**src/rtl/zstuff_front.sv**
```systemverilog
module zstuff_front #(
  parameter int DW = 8,
  parameter int CW = 4
) (
  input  logic          clk,
  input  logic          rst,
  input  logic [DW-1:0] smp_in,
  output logic [DW-1:0] smp_out,
  output logic          frame_start
);

  logic [CW-1:0] cnt_q;
  logic [CW-1:0] cnt_nx;
  logic [DW-1:0] hold_q;

  assign cnt_nx = cnt_q + CW'(1);

  always_ff @(posedge clk) begin
    if (rst) begin
      cnt_q  <= '0;
      hold_q <= '0;
    end else begin
      cnt_q  <= cnt_nx;
      hold_q <= cnt_nx[CW-1] ? '0 : smp_in;
    end
  end

  assign smp_out     = hold_q;
  assign frame_start = (cnt_q == '0);

endmodule

```
**config.mk**
```make
export PLATFORM = sky130hd
export DESIGN_NAME = zstuff_front
export DESIGN_NICKNAME = d
export VERILOG_FILES = /design/src/rtl/zstuff_front.sv
export SDC_FILE = /design/constraint.sdc
export NUM_CORES = 1
export LEC_CHECK = 0
export CORE_AREA = 2 2 48 50
export CTS_CLUSTER_SIZE = 30
export DETAILED_ROUTE_END_ITERATION = 16
export DIE_AREA = 0 0 50 52
export PLACE_DENSITY_LB_ADDON = 0.3
export SLEW_MARGIN = 20
export SYNTH_ARGS = -nofsm -noshare
export SYNTH_HDL_FRONTEND = slang
export SYNTH_SLANG_ARGS = --single-unit
```
**constraint.sdc**
```tcl
create_clock -name clk -period 1.4 [get_ports clk]
set_input_delay 0.35 -clock clk [delete_from_list [all_inputs] [get_ports clk]]
set_output_delay 0.35 -clock clk [all_outputs]
set_load 0.01 [all_outputs]
```
==> results.sh, run 1 <==
export IMPL_cts_root_buf="clkbuf_4"
export IMPL_grt_pass1_vias=441
export IMPL_synthMostInstantiatedCell="dfxtp_1"
export IMPL_antenna_cells=0
export IMPL_vias_per_cell=4.222
export IMPL_vias=456
export IMPL_yosysWarnings=0
export IMPL_grt_setup_unrepaired="true"
export IMPL_ff2ff_path_depth=5
export IMPL_crit_chain="inv_2 > ha_2 > nor3b_2 > buf_2"
export IMPL_io_pins=19
export IMPL_multiInputGateArea_sq_um=305.3
export IMPL_worst_pin_slew_ns=0.1125
export IMPL_hold_viol=0
export IMPL_whs_ns=0.5088
export IMPL_crit_family="flip-flops"
export IMPL_synth_seq_area_share_pct=41.47
export IMPL_cts_tree="built"
export IMPL_grt_first_pass_wirelength_microns=1835
export IMPL_synth_top_area_share_pct=41.47
export IMPL_syn_nets=65
export IMPL_cts_sinks=12
export IMPL_synth_edf_count=0
export IMPL_hold_path_class="register to register"
export IMPL_drive_gt1_share_pct=26.25
export IMPL_synth_cells_most_frequent="dfxtp_1 (12), mux2i_1 (8), nand3b_1 (8), or3b_1 (8), nor2_1 (3)"
export IMPL_cp_end_kind="output port"
export IMPL_syn_area_per_cell_sq_um=10.93
export IMPL_antenna_found_initial=0
export IMPL_setup_ws_ns=-0.02671
export IMPL_syn_to_final_growth_pct=48.38
export IMPL_path_depth=4
export IMPL_r2r_end="smp_out[0]$_SDFF_PP0_"
export IMPL_cts_path_max_buffers=2
export IMPL_dp_hpwl_microns=827.7
export IMPL_cts_max_level=1
export IMPL_post_route_min_period_ns=1.427
export IMPL_cp_slowest_cell="dfxtp_2"
export IMPL_syn_inst=53
export IMPL_critPathKind="register to output port"
export IMPL_netlist_area_sq_um=579.3
export IMPL_status="finished with violations"
export IMPL_crit_start="cnt_q[1]$_SDFF_PP0_"
export IMPL_violations="setup timing"
export IMPL_cp_slowest_stage_delay_ns=0.33
export IMPL_drv_slew=0
export IMPL_die_area_sq_um=2600
export IMPL_route_detailed_drc=0
export IMPL_worst_skew_pair_late_latency_ns=0.27
export IMPL_final_antenna_net_count=0
export IMPL_start_util_pct=27.51
export IMPL_p_leak_nw=0.3642
export IMPL_register_area_sq_um=242.7
export IMPL_worstPathArrival_ns=1.08
export IMPL_fin_worst_skew_ns=0.001674
export IMPL_io_buffer_count=18
export IMPL_synth_area_leaders="dfxtp_1 (41%), mux2i_1 (14%), or3b_1 (12%), nand3b_1 (10%), ha_1 (4.3%)"
export IMPL_drt_initial_drc_count=0
export IMPL_wire_per_inst_microns=9.852
export IMPL_cap_violations=0
export IMPL_crit_end="frame_start"
export IMPL_fillers=213
export IMPL_relSlewSlack_pct=92.29
export IMPL_grt_max_degree=19
export IMPL_synth_largest_area_cell="dfxtp_1"
export IMPL_clk_pin_slew_ns=0.08
export IMPL_grt_overflow=0
export IMPL_power_density_nw_per_um2=900.0
export IMPL_die_y_microns=52
export IMPL_period_share_pct=101.9
export IMPL_finalSetupViolCount=1
export IMPL_nets=93
export IMPL_fp_dieW_microns=50
export IMPL_drt_first_pass_iters=1
export IMPL_timing_reg2reg_setup_slack_ns=0.25
export IMPL_async_flop_share_pct=0
export IMPL_wl_microns=1064
export IMPL_ir_worst_vdd_mv=0.2813
export IMPL_gp_congestion=0.6073
export IMPL_cp_max_fo=2
export IMPL_core_rowCount=17
export IMPL_cp_required_ns=1.05
export IMPL_core_area_sq_um=2106
export IMPL_synth_cell_types=16
export IMPL_ys_flop_type="dfxtp_1"
export IMPL_critical_path_buf_inv_count=2
export IMPL_cts_buffers=3
export IMPL_grt_use_total_pct=9.632
export IMPL_worst_setup_path_start_kind="register"
export IMPL_finalPower_w=0.0007736
export IMPL_timing_rr_start="cnt_q[1]$_SDFF_PP0_"
export IMPL_holdBufCountCts=0
export IMPL_max_freq_mhz=700.9
export IMPL_synth_seq_cells=12
==> where the power goes <==
group | leakage [nW] | switching (W) | internal (W)
sequential | 0.100 | 0.00000808 | 0.000362
combinational | 0.243 | 0.0000461 | 0.0000809
clock | 0.0210 | 0.000118 | 0.000158
==> worst min path at each step <==
stage                     cells after the start           startpoint  slack, ns                  end
after detailed placement                      2  cnt_q[0]$_SDFF_PP0_       0.51  cnt_q[0]$_SDFF_PP0_
after global routing                          2  cnt_q[0]$_SDFF_PP0_       0.54  cnt_q[0]$_SDFF_PP0_
final                                         2  cnt_q[0]$_SDFF_PP0_       0.51  cnt_q[0]$_SDFF_PP0_
after global placement                        2  cnt_q[0]$_SDFF_PP0_       0.50  cnt_q[0]$_SDFF_PP0_
after CTS                                     2  cnt_q[0]$_SDFF_PP0_       0.52  cnt_q[0]$_SDFF_PP0_
after floorplan                               1  cnt_q[0]$_SDFF_PP0_       0.43  cnt_q[0]$_SDFF_PP0_
==> registers in the layout, summed over array words and instances, names as in the netlist <==
register,cells
smp_out,8
cnt_q,4
==> timing repair <==
action	CTS	global route
gates resized for setup	12	6
hold endpoints to repair	0	0
setup buffers	0	1
endpoints found under the setup margin	9	1
==> cell type report <==
class / count / share of cell area, %
tap: 28 / 4.076
inverter: 2 / 0.8734
timing repair buffer: 27 / 27.07
multi-input combinational: 35 / 35.52
clock buffer: 4 / 4.221
sequential: 12 / 28.24
==> logic make-up (layout without fill, tap and decap cells) <==
group,count (synthesis),count (layout),synth area share [%]
DFF,12,12,41.47
muxes,9,9,16.41
and+or+nand+nor,23,23,29.16
xor gates and xnor gates,1,1,1.512
adders and majority gates,2,2,4.319
buffers and inverters,6,33,7.127
==> layer usage <==
metal | vias to the layer above | track usage, % | wire [microns]
met5 | - | 0 | 0
met4 | 0 | 8.333 | 17
met3 | 2 | 2.586 | 74
met2 | 14 | 16.01 | 493
met1 | 203 | 10.04 | 479
li1 | 237 | - | -
==> tightest hold or removal path, stage by stage (launching register included) <==
cell and delay [ns]:
dfxtp_2 0.34, buf_4 0.11, nor2_1 0.04
==> metrics by stage <==
step	setup WS, ns	TNS [ns]	instance area, sq um	instances	util, %
detailed placement	-0.1612	-1.032	820.8	103	38.98
floorplan	0.2287	0	579.3	53	-
finish	-0.02671	-0.02671	859.6	108	40.82
global route	-0.1013	-0.1013	859.6	108	40.82
global placement	-0.1265	-0.9033	820.8	103	38.98
CTS	-0.05549	-0.05549	842.1	107	39.99
==> placed cells by master (no fill, tap or decap), types with 2 or more instances in the layout <==
master / count
dlygate4sd2_1: 8
nand3b_1: 8
buf_4: 9
dfxtp_1: 10
clkbuf_4: 3
clkdlybuf4s50_1: 9
or3b_1: 8
nor2_1: 3
mux2i_1: 8
dfxtp_2: 2
inv_2: 2
Note: power is estimated with default switching activity, not from simulation.
==> inputs of run 2 (changes only) <==
CAP_MARGIN = 20   (was default)
CORE_AREA = 2 2 40 42   (was 2 2 48 50)
DIE_AREA = 0 0 42 44   (was 0 0 50 52)
clock period = 1.6 ns   (was 1.4 ns; I/O delays follow)
==> run 2 against run 1 <==
Net effect: final cell count fell by 14%; sequential power is 13% lower; non-clock buffer count is 2 lower; sequential share of layout area increased by 1.1 points; register-to-register slack better by 0.13 ns; the flow now finishes without violations; critical path depth fell by 3.
==> results.sh, run 2 (synthesized netlist as in run 1, its figures left out) <==
export IMPL_swShare_pct=22.70
export IMPL_clock_power_share_pct=29.4
export IMPL_drive_gt1_share_pct=18.18
export IMPL_antenna_cells=0
export IMPL_cts_sinks=12
export IMPL_status="finished, final reports clean"
export IMPL_hold_viol=0
export IMPL_hp_start="cnt_q[0]$_SDFF_PP0_"
export IMPL_cp_max_fo=1
export IMPL_cts_root_buf="clkbuf_4"
export IMPL_die_y_microns=44
export IMPL_relSlewSlack_pct=80.55
export IMPL_r2r_end="smp_out[3]$_SDFF_PP0_"
export IMPL_period_share_pct=94.89
export IMPL_cts_max_level=1
export IMPL_dp_hpwl_microns=747.1
export IMPL_holdBufCountCts=0
export IMPL_io_buffer_count=18
export IMPL_power_density_nw_per_um2=752.2
export IMPL_timing_rr_start="cnt_q[0]$_SDFF_PP0_"
export IMPL_start_util_pct=40.83
export IMPL_cp_end_kind="output port"
export IMPL_fin_tns_setup_ns=0
export IMPL_cts_path_max_buffers=2
export IMPL_layout_commonest_cell="clkdlybuf4s50_1"
export IMPL_gp_congestion=0.6099
export IMPL_clk_pin_slew_ns=0.08
export IMPL_critical_path_buf_inv_count=1
export IMPL_route_detailed_drc=0
export IMPL_core_rowCount=14
export IMPL_grt_setup_unrepaired="false"
export IMPL_fp_dieW_microns=42
export IMPL_wl_microns=1035
export IMPL_vias=441
export IMPL_worst_setup_path_start_kind="register"
export IMPL_critPathKind="register to output port"
export IMPL_post_route_min_period_ns=1.518
export IMPL_drv_slew=0
export IMPL_final_antenna_net_count=0
export IMPL_final_cell_mix="clkdlybuf4s50_1 (17), dfxtp_1 (11), or3b_1 (8), nand3b_1 (8), mux2i_1 (8)"
export IMPL_wire_per_inst_microns=11.13
export IMPL_finalPower_w=0.0006184
export IMPL_p_leak_nw=0.3230
export IMPL_worst_pin_slew_ns=0.2918
export IMPL_final_cell_count_no_fill=93
export IMPL_ir_worst_vdd_mv=0.3582
export IMPL_cap_violations=0
export IMPL_cts_buffers=3
export IMPL_die_area_sq_um=1848
export IMPL_grt_use_total_pct=13.55
export IMPL_max_freq_mhz=658.6
export IMPL_dp_cells=90
export IMPL_grt_first_pass_wirelength_microns=1842
export IMPL_seqPwrFrac_pct=52.2
export IMPL_io_pins=19
export IMPL_nets=91
export IMPL_drt_first_pass_iters=2
export IMPL_cts_tree="built"
export IMPL_cp_slowest_stage_delay_ns=0.53
export IMPL_p_sw_w=0.0001404
export IMPL_grt_overflow=0
export IMPL_crit_chain="clkdlybuf4s50_1"
export IMPL_grt_max_degree=19
export IMPL_grt_pass1_vias=449
export IMPL_hold_depth=2
export IMPL_vias_per_cell=4.742
export IMPL_ff2ff_path_depth=4
export IMPL_drt_initial_drc_count=1
export IMPL_core_area_sq_um=1419
export IMPL_antenna_found_initial=0
export IMPL_p_comb_share_pct=18.4
export IMPL_min_to="cnt_q[0]$_SDFF_PP0_"
export IMPL_fin_worst_skew_ns=0.008554
export IMPL_syn_to_final_growth_pct=41.90
export IMPL_hold_path_class="register to register"
export IMPL_cp_required_ns=1.20
export IMPL_worst_skew_pair_late_latency_ns=0.27
export IMPL_largest_reg_flops=8
export IMPL_cp_slowest_cell="clkdlybuf4s50_1"
export IMPL_internal_power_w=0.0004780
export IMPL_timing_reg2reg_setup_slack_ns=0.38
export IMPL_worstPathArrival_ns=1.12
export IMPL_crit_family="buffers and inverters"
export IMPL_finalSetupViolCount=0
-- run 2: cell count changes in the layout (fill, tap and decap cells not counted), sizes merged --
cell	previous run	this run
dlygate4sd2	8	0
clkbuf	4	3
clkdlybuf4s50	9	17
buf	10	8
-- run 2: area by class of cell --
class / instances / area, sq um
Tap cell: 16 / 20.02
Clock buffer: 3 / 22.52
Timing Repair Buffer: 25 / 227.7
Inverter: 2 / 7.507
Fill cell: 121 / 596.8
Sequential cell: 12 / 241.5
Multi-Input combinational cell: 35 / 302.8
-- run 2: stage by stage --
step                      hold WS (ns)  utilization, %  worst slack (ns)  instance area, sq um
after floorplan                 0.4258               -            0.3787                 579.3
after global placement          0.5025           56.26           0.01216                 798.3
after detailed placement        0.5192           56.26          -0.01119                 798.3
after CTS                       0.5068           57.58           0.06311                 817.0
after global routing            0.5285           57.94           0.03490                 822.0
final                           0.5002           57.94           0.08170                 822.0
-- run 2: worst min-delay path, stage by stage, from the launching register on --
cell     delay (ns)
dfxtp_2        0.33
buf_4          0.11
nor2_1         0.04
-- run 2: worst max path at each step --
| stage | startpoint | end | slack, ns | cells past startpoint |
|---|---|---|---|---|
| after detailed placement | cnt_q[0]$_SDFF_PP0_ | frame_start | -0.01 | 4 |
| after global routing | cnt_q[0]$_SDFF_PP0_ | frame_start | 0.03 | 4 |
| after floorplan | cnt_q[3]$_SDFF_PP0_ | frame_start | 0.38 | 2 |
| after global placement | cnt_q[0]$_SDFF_PP0_ | frame_start | 0.01 | 4 |
| after CTS | smp_out[1]$_SDFF_PP0_ | smp_out[1] | 0.06 | 1 |
| final | smp_out[1]$_SDFF_PP0_ | smp_out[1] | 0.08 | 1 |
-- run 2: per-layer routing --
layer  global-route usage, %  vias up  part of all wire [%]
met5                       0        -                     0
met4                   9.677        0                  0.97
met3                   2.917        2                   5.2
met2                   24.69       10                    47
met1                   13.71      200                    46
li1                        -      229                     -
-- run 2: power groups by stage --
stage	Sequential [W]	Clock, W	Combinational [W]
floorplan	0.000336	0	0.0000417
CTS	0.000323	0.000190	0.000114
finish	0.000323	0.000182	0.000114
global placement	0.000329	0	0.000115
detailed placement	0.000329	0	0.000117
global route	0.000325	0.000203	0.000125
-- run 2: repair_timing --
item / in CTS / in global routing
setup buffers: 0 / 0
resized for setup: 5 / 1
setup endpoints to repair: 1 / 1
